[src/rtl/trg_pkg.sv]
package trg_pkg;
  localparam int MASKS = 3;

  localparam logic [1:0] RED_AND  = 2'd0;
  localparam logic [1:0] RED_OR   = 2'd1;
  localparam logic [1:0] RED_NAND = 2'd2;
  localparam logic [1:0] RED_NOR  = 2'd3;

  localparam logic [2:0] FN_AND  = 3'd0;
  localparam logic [2:0] FN_NAND = 3'd1;
  localparam logic [2:0] FN_OR   = 3'd2;
  localparam logic [2:0] FN_NOR  = 3'd3;
  localparam logic [2:0] FN_XOR  = 3'd4;
  localparam logic [2:0] FN_XNOR = 3'd5;

  localparam logic [2:0] MOD_NONE = 3'd0;
  localparam logic [2:0] MOD_INV  = 3'd1;
  localparam logic [2:0] MOD_RISE = 3'd2;
  localparam logic [2:0] MOD_FALL = 3'd3;
  localparam logic [2:0] MOD_ANY  = 3'd4;

  localparam logic [1:0] LEN_OFF    = 2'd0;
  localparam logic [1:0] LEN_LT     = 2'd1;
  localparam logic [1:0] LEN_GT     = 2'd2;
  localparam logic [1:0] LEN_WITHIN = 2'd3;
endpackage

[src/rtl/trg_mask.sv]
module trg_mask #(
  parameter int N_IN = 16
) (
  input  logic [N_IN-1:0] data,
  input  logic [N_IN-1:0] sel,
  input  logic [1:0]      op,
  output logic            hit
);
  import trg_pkg::*;

  logic all_set;
  logic any_set;

  // unselected bits are neutral for each reduction
  assign all_set = &(data | ~sel);
  assign any_set = |(data & sel);

  always_comb begin
    case (op)
      RED_AND:  hit = all_set;
      RED_OR:   hit = any_set;
      RED_NAND: hit = ~all_set;
      default:  hit = ~any_set;
    endcase
  end
endmodule

[src/rtl/trg_combine.sv]
module trg_combine (
  input  logic       clk,
  input  logic       rst_n,
  input  logic       arm,
  input  logic       adv,
  input  logic       a,
  input  logic       b,
  input  logic       use_b,
  input  logic [2:0] fn,
  input  logic [2:0] mod,
  output logic       hit
);
  import trg_pkg::*;

  logic joined;
  logic raw;
  logic prev_q;
  logic hist_q;

  // two-input joining function
  always_comb begin
    case (fn)
      FN_NAND: joined = ~(a & b);
      FN_OR:   joined = a | b;
      FN_NOR:  joined = ~(a | b);
      FN_XOR:  joined = a ^ b;
      FN_XNOR: joined = ~(a ^ b);
      default: joined = a & b;
    endcase
  end

  assign raw = use_b ? joined : a;

  // history of the combined value across accepted samples
  always_ff @(posedge clk or negedge rst_n) begin
    if (!rst_n) begin
      prev_q <= 1'b0;
      hist_q <= 1'b0;
    end else if (arm) begin
      prev_q <= 1'b0;
      hist_q <= 1'b0;
    end else if (adv) begin
      prev_q <= raw;
      hist_q <= 1'b1;
    end
  end

  always_comb begin
    case (mod)
      MOD_INV:  hit = ~raw;
      MOD_RISE: hit = hist_q & raw & ~prev_q;
      MOD_FALL: hit = hist_q & ~raw & prev_q;
      MOD_ANY:  hit = hist_q & (raw ^ prev_q);
      default:  hit = raw;
    endcase
  end

  // an edge event needs a previous sample since arm
  a_r3_edge_needs_history: assert property (@(posedge clk) disable iff (!rst_n)
    (hit && (mod == MOD_RISE || mod == MOD_FALL || mod == MOD_ANY)) |-> hist_q);

  // arm drops the history
  a_r8_arm_clears_history: assert property (@(posedge clk) disable iff (!rst_n)
    arm |=> !hist_q);
endmodule

[src/rtl/trg_len.sv]
module trg_len #(
  parameter int CNT_W = 16,
  parameter int PRE_W = 8
) (
  input  logic             clk,
  input  logic             rst_n,
  input  logic             arm,
  input  logic             adv,
  input  logic             level,
  input  logic [1:0]       mode,
  input  logic [CNT_W-1:0] lim_a,
  input  logic [CNT_W-1:0] lim_b,
  input  logic [PRE_W-1:0] presc,
  output logic             fire
);
  import trg_pkg::*;

  localparam logic [CNT_W-1:0] LEN_MAX = '1;

  logic             lvl_q;
  logic [PRE_W-1:0] sub_q;
  logic [CNT_W-1:0] len_q;
  logic             run_start;
  logic             run_end;
  logic [PRE_W-1:0] base_sub;
  logic [CNT_W-1:0] base_len;
  logic             tick;
  logic [PRE_W-1:0] nxt_sub;
  logic [CNT_W-1:0] nxt_len;
  logic             pass;

  assign run_start = level & ~lvl_q;
  assign run_end   = ~level & lvl_q;
  assign base_sub  = run_start ? '0 : sub_q;
  assign base_len  = run_start ? '0 : len_q;
  assign tick      = (base_sub >= presc);
  assign nxt_sub   = tick ? '0 : base_sub + 1'b1;
  assign nxt_len   = (tick && base_len != LEN_MAX) ? base_len + 1'b1 : base_len;

  always_ff @(posedge clk or negedge rst_n) begin
    if (!rst_n) begin
      lvl_q <= 1'b0;
      sub_q <= '0;
      len_q <= '0;
    end else if (arm) begin
      lvl_q <= 1'b0;
      sub_q <= '0;
      len_q <= '0;
    end else if (adv) begin
      lvl_q <= level;
      if (level) begin
        sub_q <= nxt_sub;
        len_q <= nxt_len;
      end
    end
  end

  // comparison of the finished run
  always_comb begin
    case (mode)
      LEN_LT:     pass = (len_q < lim_a);
      LEN_GT:     pass = (len_q > lim_a);
      LEN_WITHIN: pass = (len_q >= lim_a) && (len_q <= lim_b);
      default:    pass = 1'b1;
    endcase
  end

  assign fire = (mode == LEN_OFF) ? level : (run_end & pass);

  // a qualified fire only happens once the run is over
  a_r6_no_fire_in_run: assert property (@(posedge clk) disable iff (!rst_n)
    (fire && mode != LEN_OFF) |-> !level);

  // the tick count saturates instead of wrapping
  a_r6_len_saturates: assert property (@(posedge clk) disable iff (!rst_n)
    (len_q == LEN_MAX && adv && !arm && level && lvl_q) |=> (len_q == LEN_MAX));
endmodule

[src/rtl/trig_eval.sv]
module trig_eval #(
  parameter int N_IN  = 16,
  parameter int CNT_W = 16,
  parameter int PRE_W = 8
) (
  input  logic                          clk,
  input  logic                          rst_n,
  input  logic                          arm,
  input  logic                          s_valid,
  output logic                          s_ready,
  input  logic [N_IN-1:0]               s_data,
  input  logic [trg_pkg::MASKS*N_IN-1:0] cfg_mask_sel,
  input  logic [2*trg_pkg::MASKS-1:0]   cfg_mask_op,
  input  logic                          cfg_cond_two,
  input  logic [2:0]                    cfg_cond_fn,
  input  logic [2:0]                    cfg_cond_mod,
  input  logic                          cfg_pre_en,
  input  logic [2:0]                    cfg_pre_fn,
  input  logic [2:0]                    cfg_pre_mod,
  input  logic [1:0]                    cfg_len_mode,
  input  logic [CNT_W-1:0]              cfg_len_a,
  input  logic [CNT_W-1:0]              cfg_len_b,
  input  logic [PRE_W-1:0]              cfg_presc,
  output logic                          trig
);
  import trg_pkg::*;

  logic [MASKS-1:0] m_hit;
  logic             adv;
  logic             cond_hit;
  logic             pre_hit;
  logic             pre_a;
  logic             pre_seen_q;
  logic             gated;
  logic             len_fire;
  logic             fire_now;
  logic             done_q;
  logic             trig_q;

  // no back-pressure; arm discards the sample offered with it
  assign s_ready = 1'b1;
  assign adv     = s_valid & ~arm;

  for (genvar i = 0; i < MASKS; i++) begin : g_mask
    trg_mask #(.N_IN(N_IN)) u_mask (
      .data (s_data),
      .sel  (cfg_mask_sel[i*N_IN +: N_IN]),
      .op   (cfg_mask_op[2*i +: 2]),
      .hit  (m_hit[i])
    );
  end

  // mask sharing between condition and precondition
  assign pre_a = cfg_cond_two ? m_hit[2] : m_hit[1];

  trg_combine u_cond (
    .clk   (clk),
    .rst_n (rst_n),
    .arm   (arm),
    .adv   (adv),
    .a     (m_hit[0]),
    .b     (m_hit[1]),
    .use_b (cfg_cond_two),
    .fn    (cfg_cond_fn),
    .mod   (cfg_cond_mod),
    .hit   (cond_hit)
  );

  trg_combine u_pre (
    .clk   (clk),
    .rst_n (rst_n),
    .arm   (arm),
    .adv   (adv),
    .a     (pre_a),
    .b     (m_hit[2]),
    .use_b (~cfg_cond_two),
    .fn    (cfg_pre_fn),
    .mod   (cfg_pre_mod),
    .hit   (pre_hit)
  );

  // sticky precondition flag, registered so a same-sample match waits
  always_ff @(posedge clk or negedge rst_n) begin
    if (!rst_n)                pre_seen_q <= 1'b0;
    else if (arm)              pre_seen_q <= 1'b0;
    else if (adv && pre_hit)   pre_seen_q <= 1'b1;
  end

  assign gated = cond_hit & (~cfg_pre_en | pre_seen_q);

  trg_len #(.CNT_W(CNT_W), .PRE_W(PRE_W)) u_len (
    .clk   (clk),
    .rst_n (rst_n),
    .arm   (arm),
    .adv   (adv),
    .level (gated),
    .mode  (cfg_len_mode),
    .lim_a (cfg_len_a),
    .lim_b (cfg_len_b),
    .presc (cfg_presc),
    .fire  (len_fire)
  );

  // registered single pulse, once per arm
  assign fire_now = adv & len_fire & ~done_q;

  always_ff @(posedge clk or negedge rst_n) begin
    if (!rst_n) begin
      trig_q <= 1'b0;
      done_q <= 1'b0;
    end else if (arm) begin
      trig_q <= 1'b0;
      done_q <= 1'b0;
    end else begin
      trig_q <= fire_now;
      if (fire_now) done_q <= 1'b1;
    end
  end

  assign trig = trig_q;

  a_r7_single_pulse: assert property (@(posedge clk) disable iff (!rst_n)
    trig |=> !trig);

  a_r7_once_per_arm: assert property (@(posedge clk) disable iff (!rst_n)
    (done_q && !arm) |=> !trig);

  a_r4_pre_gate: assert property (@(posedge clk) disable iff (!rst_n)
    (fire_now && cfg_pre_en) |-> pre_seen_q);

  a_r8_arm_clears: assert property (@(posedge clk) disable iff (!rst_n)
    arm |=> (!trig && !pre_seen_q));

  a_r9_trig_after_sample: assert property (@(posedge clk) disable iff (!rst_n)
    trig |-> $past(s_valid && !arm));
endmodule

[config.mk]
export PLATFORM = sky130hd
export DESIGN_NAME = trig_eval
export DESIGN_NICKNAME = d
export VERILOG_FILES = /design/src/rtl/trg_pkg.sv /design/src/rtl/trg_mask.sv /design/src/rtl/trg_combine.sv /design/src/rtl/trg_len.sv /design/src/rtl/trig_eval.sv
export SDC_FILE = /design/constraint.sdc
export NUM_CORES = 1
export LEC_CHECK = 0
export BUFFER_PORTS_ARGS = -buffer_cell sky130_fd_sc_hd__clkbuf_2
export CORE_AREA = 2 2 86 88
export CTS_BUF_LIST = sky130_fd_sc_hd__clkbuf_8
export DETAILED_ROUTE_END_ITERATION = 10
export DIE_AREA = 0 0 88 90
export PLACE_DENSITY = 0.95
export SYNTH_ARGS = -nofsm -noshare
export SYNTH_HDL_FRONTEND = slang
export SYNTH_HIERARCHICAL = 1
export SYNTH_SLANG_ARGS = --single-unit
export TNS_END_PERCENT = 30
[constraint.sdc]
create_clock -name clk -period 5.49 [get_ports clk]
set_input_delay 0.2745 -clock clk [delete_from_list [all_inputs] [get_ports clk]]
set_output_delay 0.2745 -clock clk [all_outputs]
set_load 0.02 [all_outputs]
==> flow_metrics.tcl <==
set metrics [dict create \
    cp.required_ns 5.70 \
    postCtsResizedCells 0 \
    first_iter_violations 312 \
    drt_pass1_iterations 6 \
    ys.flop_type "dfrtp_1" \
    synth.area.mux_share 0.0132 \
    cts_root_buffer "clkbuf_8" \
    worst_slew_pin_slew_ns 0.781 \
    wl_per_cell_um 15.0 \
    post-route-min-period_ns 5.10 \
    path_buf_inv 3 \
    max_cap_viol_count 0 \
    timing.hold.ws_ns 0.0576 \
    synth_largest_area_cell "dfrtp_1" \
    vdd_drop_max_mv 0.0953 \
    setup_tns_ns 0 \
    grt_pass1_wl_um 18100 \
    dp_hpwl_um 9220 \
    syn_area_per_cell_um2 7.69 \
    fillers 566 \
    slew-limit-headroom 0.479 \
    num_rows 31 \
    grt_pass1_vias 4257 \
    r2r_end "u_len/sub_q[5]$_DFFE_PN0P_" \
    track_usage 0.282 \
    drt-total-wl_um 11000 \
    ant_nets 0 \
    dr_total_vias 4360 \
    p_total_w 0.000636 \
    synthTopCellsByCount "inv_1, nand2b_1, ha_1" \
    leakagePower_nw 2.49 \
    yosysWarningCount 6 \
    setup_viol 0 \
    synth_top_area_frac 0.207 \
    slowest_delay_ns 0.37 \
    synth_area_leaders "dfrtp_1, ha_1, nand2b_1" \
    drive_gt1_frac 0.244 \
    synth-compound-area-share 0.249 \
    die_y_um 90 \
    cts_hold_buf 0 \
    final-max-slew-violation-count 0 \
    area_growth_pct 22.4 \
    synth_seq_cells 32 \
    rrSetupSlack_ns 1.89 \
    grt-ovfl-total 0 \
    multi_input_area_mm2 0.00280 \
    globalplace.congestion 0.929 \
    yosysMostFrequentCell "inv_1" \
    drc 0 \
    min_period_over_period 0.928 \
    avgViaCountPerCell 5.93 \
    crit_chain "clkbuf_2 -> a222oi_1 -> nand3_1 -> or3_1 -> o21ai_1 -> xnor2_1 -> inv_1 -> ha_1 -> xnor2_1 -> o311ai_1 -> o32ai_2 -> mux2i_1 -> a21boi_0 -> nand2b_2 -> nand2_1 -> ha_1 -> nand2b_1 -> a211o_1 -> a21oi_1 -> o21ai_1 -> buf_4 -> nor2_2 -> o21ai_0 -> a31oi_1" \
    synth.distinct_cells 64 \
    core_area_mm2 0.00702 \
    fin_skew_ns 0.00399 \
    worstSetupPathDepth 24 \
    hold_path_class "in2async" \
    status "completed" \
    synthAdderAreaFrac 0.148 \
    critPathMaxFanout 17 \
    finalHoldViolCount 0 \
    cp_top_family "compound AO/OA/AOI/OAI gates" \
    postCtsSetupRepairBufs 0 \
    seq_area_frac_synth 0.207 \
    ff_latch_area_um2 801 \
    numClockSinks 32 \
    cts_max_level 2 \
    n_antenna_cell 0 \
    fmaxAchievable_mhz 196 \
    rr_worst_depth 16 \
    fp.dieW_um 88 \
    cts_tree "yes" \
    start_util 0.552 \
    end_kind "flop" \
    synth_xor_area_frac 0.0158 \
    synth_edf_count 0 \
    r2r_start "u_cond/prev_q$_DFFE_PN0P_" \
    yosys.area_share.simple 0.293 \
    clkSlewWorstSetupHoldPaths_ns 0.06 \
    synthArstFlopShare 1.00 \
    antenna_found_initial 0 \
    start_kind "input pin" \
    synthCells 504 \
    rsz0062_at_grt "no" \
    cts_made_buffers 5 \
    synth_top_family_by_area "simple AND/OR/NAND/NOR gates" \
    top_regs "u_len/len_q: 16 flops, u_len/sub_q: 8 flops" \
    ioPinCount 132 \
    synth_area_mm2 0.00388 \
    regMostFlops "u_len/len_q" \
    clock_latency_ns 0.29 \
    p_per_area_mw_per_mm2 134 \
    clockBufferDepth 2 \
    slowest_stage "a222oi_1" \
    worst_ep_arrival_time_ns 5.30 \
    path_class "in2reg" \
    portBuffers 130 \
    synth_nets 680 \
    final_core_util 0.676 \
    largest_register_ffs 16 \
    nNetsFinal 812 \
    grt_max_degree 33 \
    dieArea_mm2 0.00792 \
]
==> area by class of cell <==
type	instances	share of cell area
Clock buffer	7	0.0203
Inverter	63	0.0498
Multi-Input combinational cell	399	0.590
Sequential cell	32	0.169
Tap cell	99	0.0261
Timing Repair Buffer	135	0.145
==> layout by cell type (no fill, tap or decap), drive strengths merged, types with 6 or more instances in the layout <==
| master | count |
|---|---|
| a21oi | 30 |
| a22oi | 18 |
| a31oi | 9 |
| and2 | 14 |
| and3 | 6 |
| clkbuf | 137 |
| dfrtp | 32 |
| ha | 46 |
| inv | 63 |
| nand2 | 35 |
| nand2b | 52 |
| nand3 | 21 |
| nand4 | 16 |
| nor2 | 30 |
| o2111ai | 12 |
| o21ai | 20 |
| or3 | 7 |
| xnor2 | 7 |
==> per-layer routing <==
layer	part of all wire	global-route usage	vias to the layer above	routed length (um)
met2	0.50	0.490	217	5560
met1	0.39	0.322	1981	4280
met5	0	0	-	0
met3	0.062	0.0422	51	684
li1	-	-	2111	-
met4	0.046	0.155	0	504
==> how the worst max path moves through the flow <==
stage,startpoint,endpoint,slack (ns)
6_report,s_data[5],u_len/sub_q[5]$_DFFE_PN0P_,0.39
2_1_floorplan,s_data[5],u_len/sub_q[5]$_DFFE_PN0P_,0.66
3_5_place_dp,s_data[5],u_len/sub_q[5]$_DFFE_PN0P_,0.06
3_3_place_gp,s_data[5],u_len/sub_q[5]$_DFFE_PN0P_,0.39
4_1_cts,s_data[5],u_len/sub_q[5]$_DFFE_PN0P_,0.34
5_1_grt,s_data[5],u_len/len_q[5]$_DFFE_PN0P_,0.02
==> where the power goes <==
group | total (W) | internal (W) | switching (W)
Combinational | 0.000197 | 0.0000913 | 0.000105
Clock | 0.000196 | 0.000112 | 0.0000849
Sequential | 0.000243 | 0.000240 | 0.00000345
Total | 0.000636 | 0.000442 | 0.000194
==> per-stage QoR <==
stage	std cells	instance area, um^2	setup WS [ns]
final	735	4740	0.393
after CTS	735	4740	0.343
after floorplan	504	3880	0.659
after detailed placement	728	4650	0.0609
after global placement	728	4650	0.386
after global routing	735	4740	0.0217
==> cell families after synthesis <==
logic type	after synthesis
other	1
AO/OA/AOI/OAI	137
adder cells (fa/ha/maj)	46
buffers and inverters	73
flip-flops	32
multiplexers	5
XOR/XNOR	7
AND/OR/NAND/NOR	203
(Power assumes the default switching activity.)
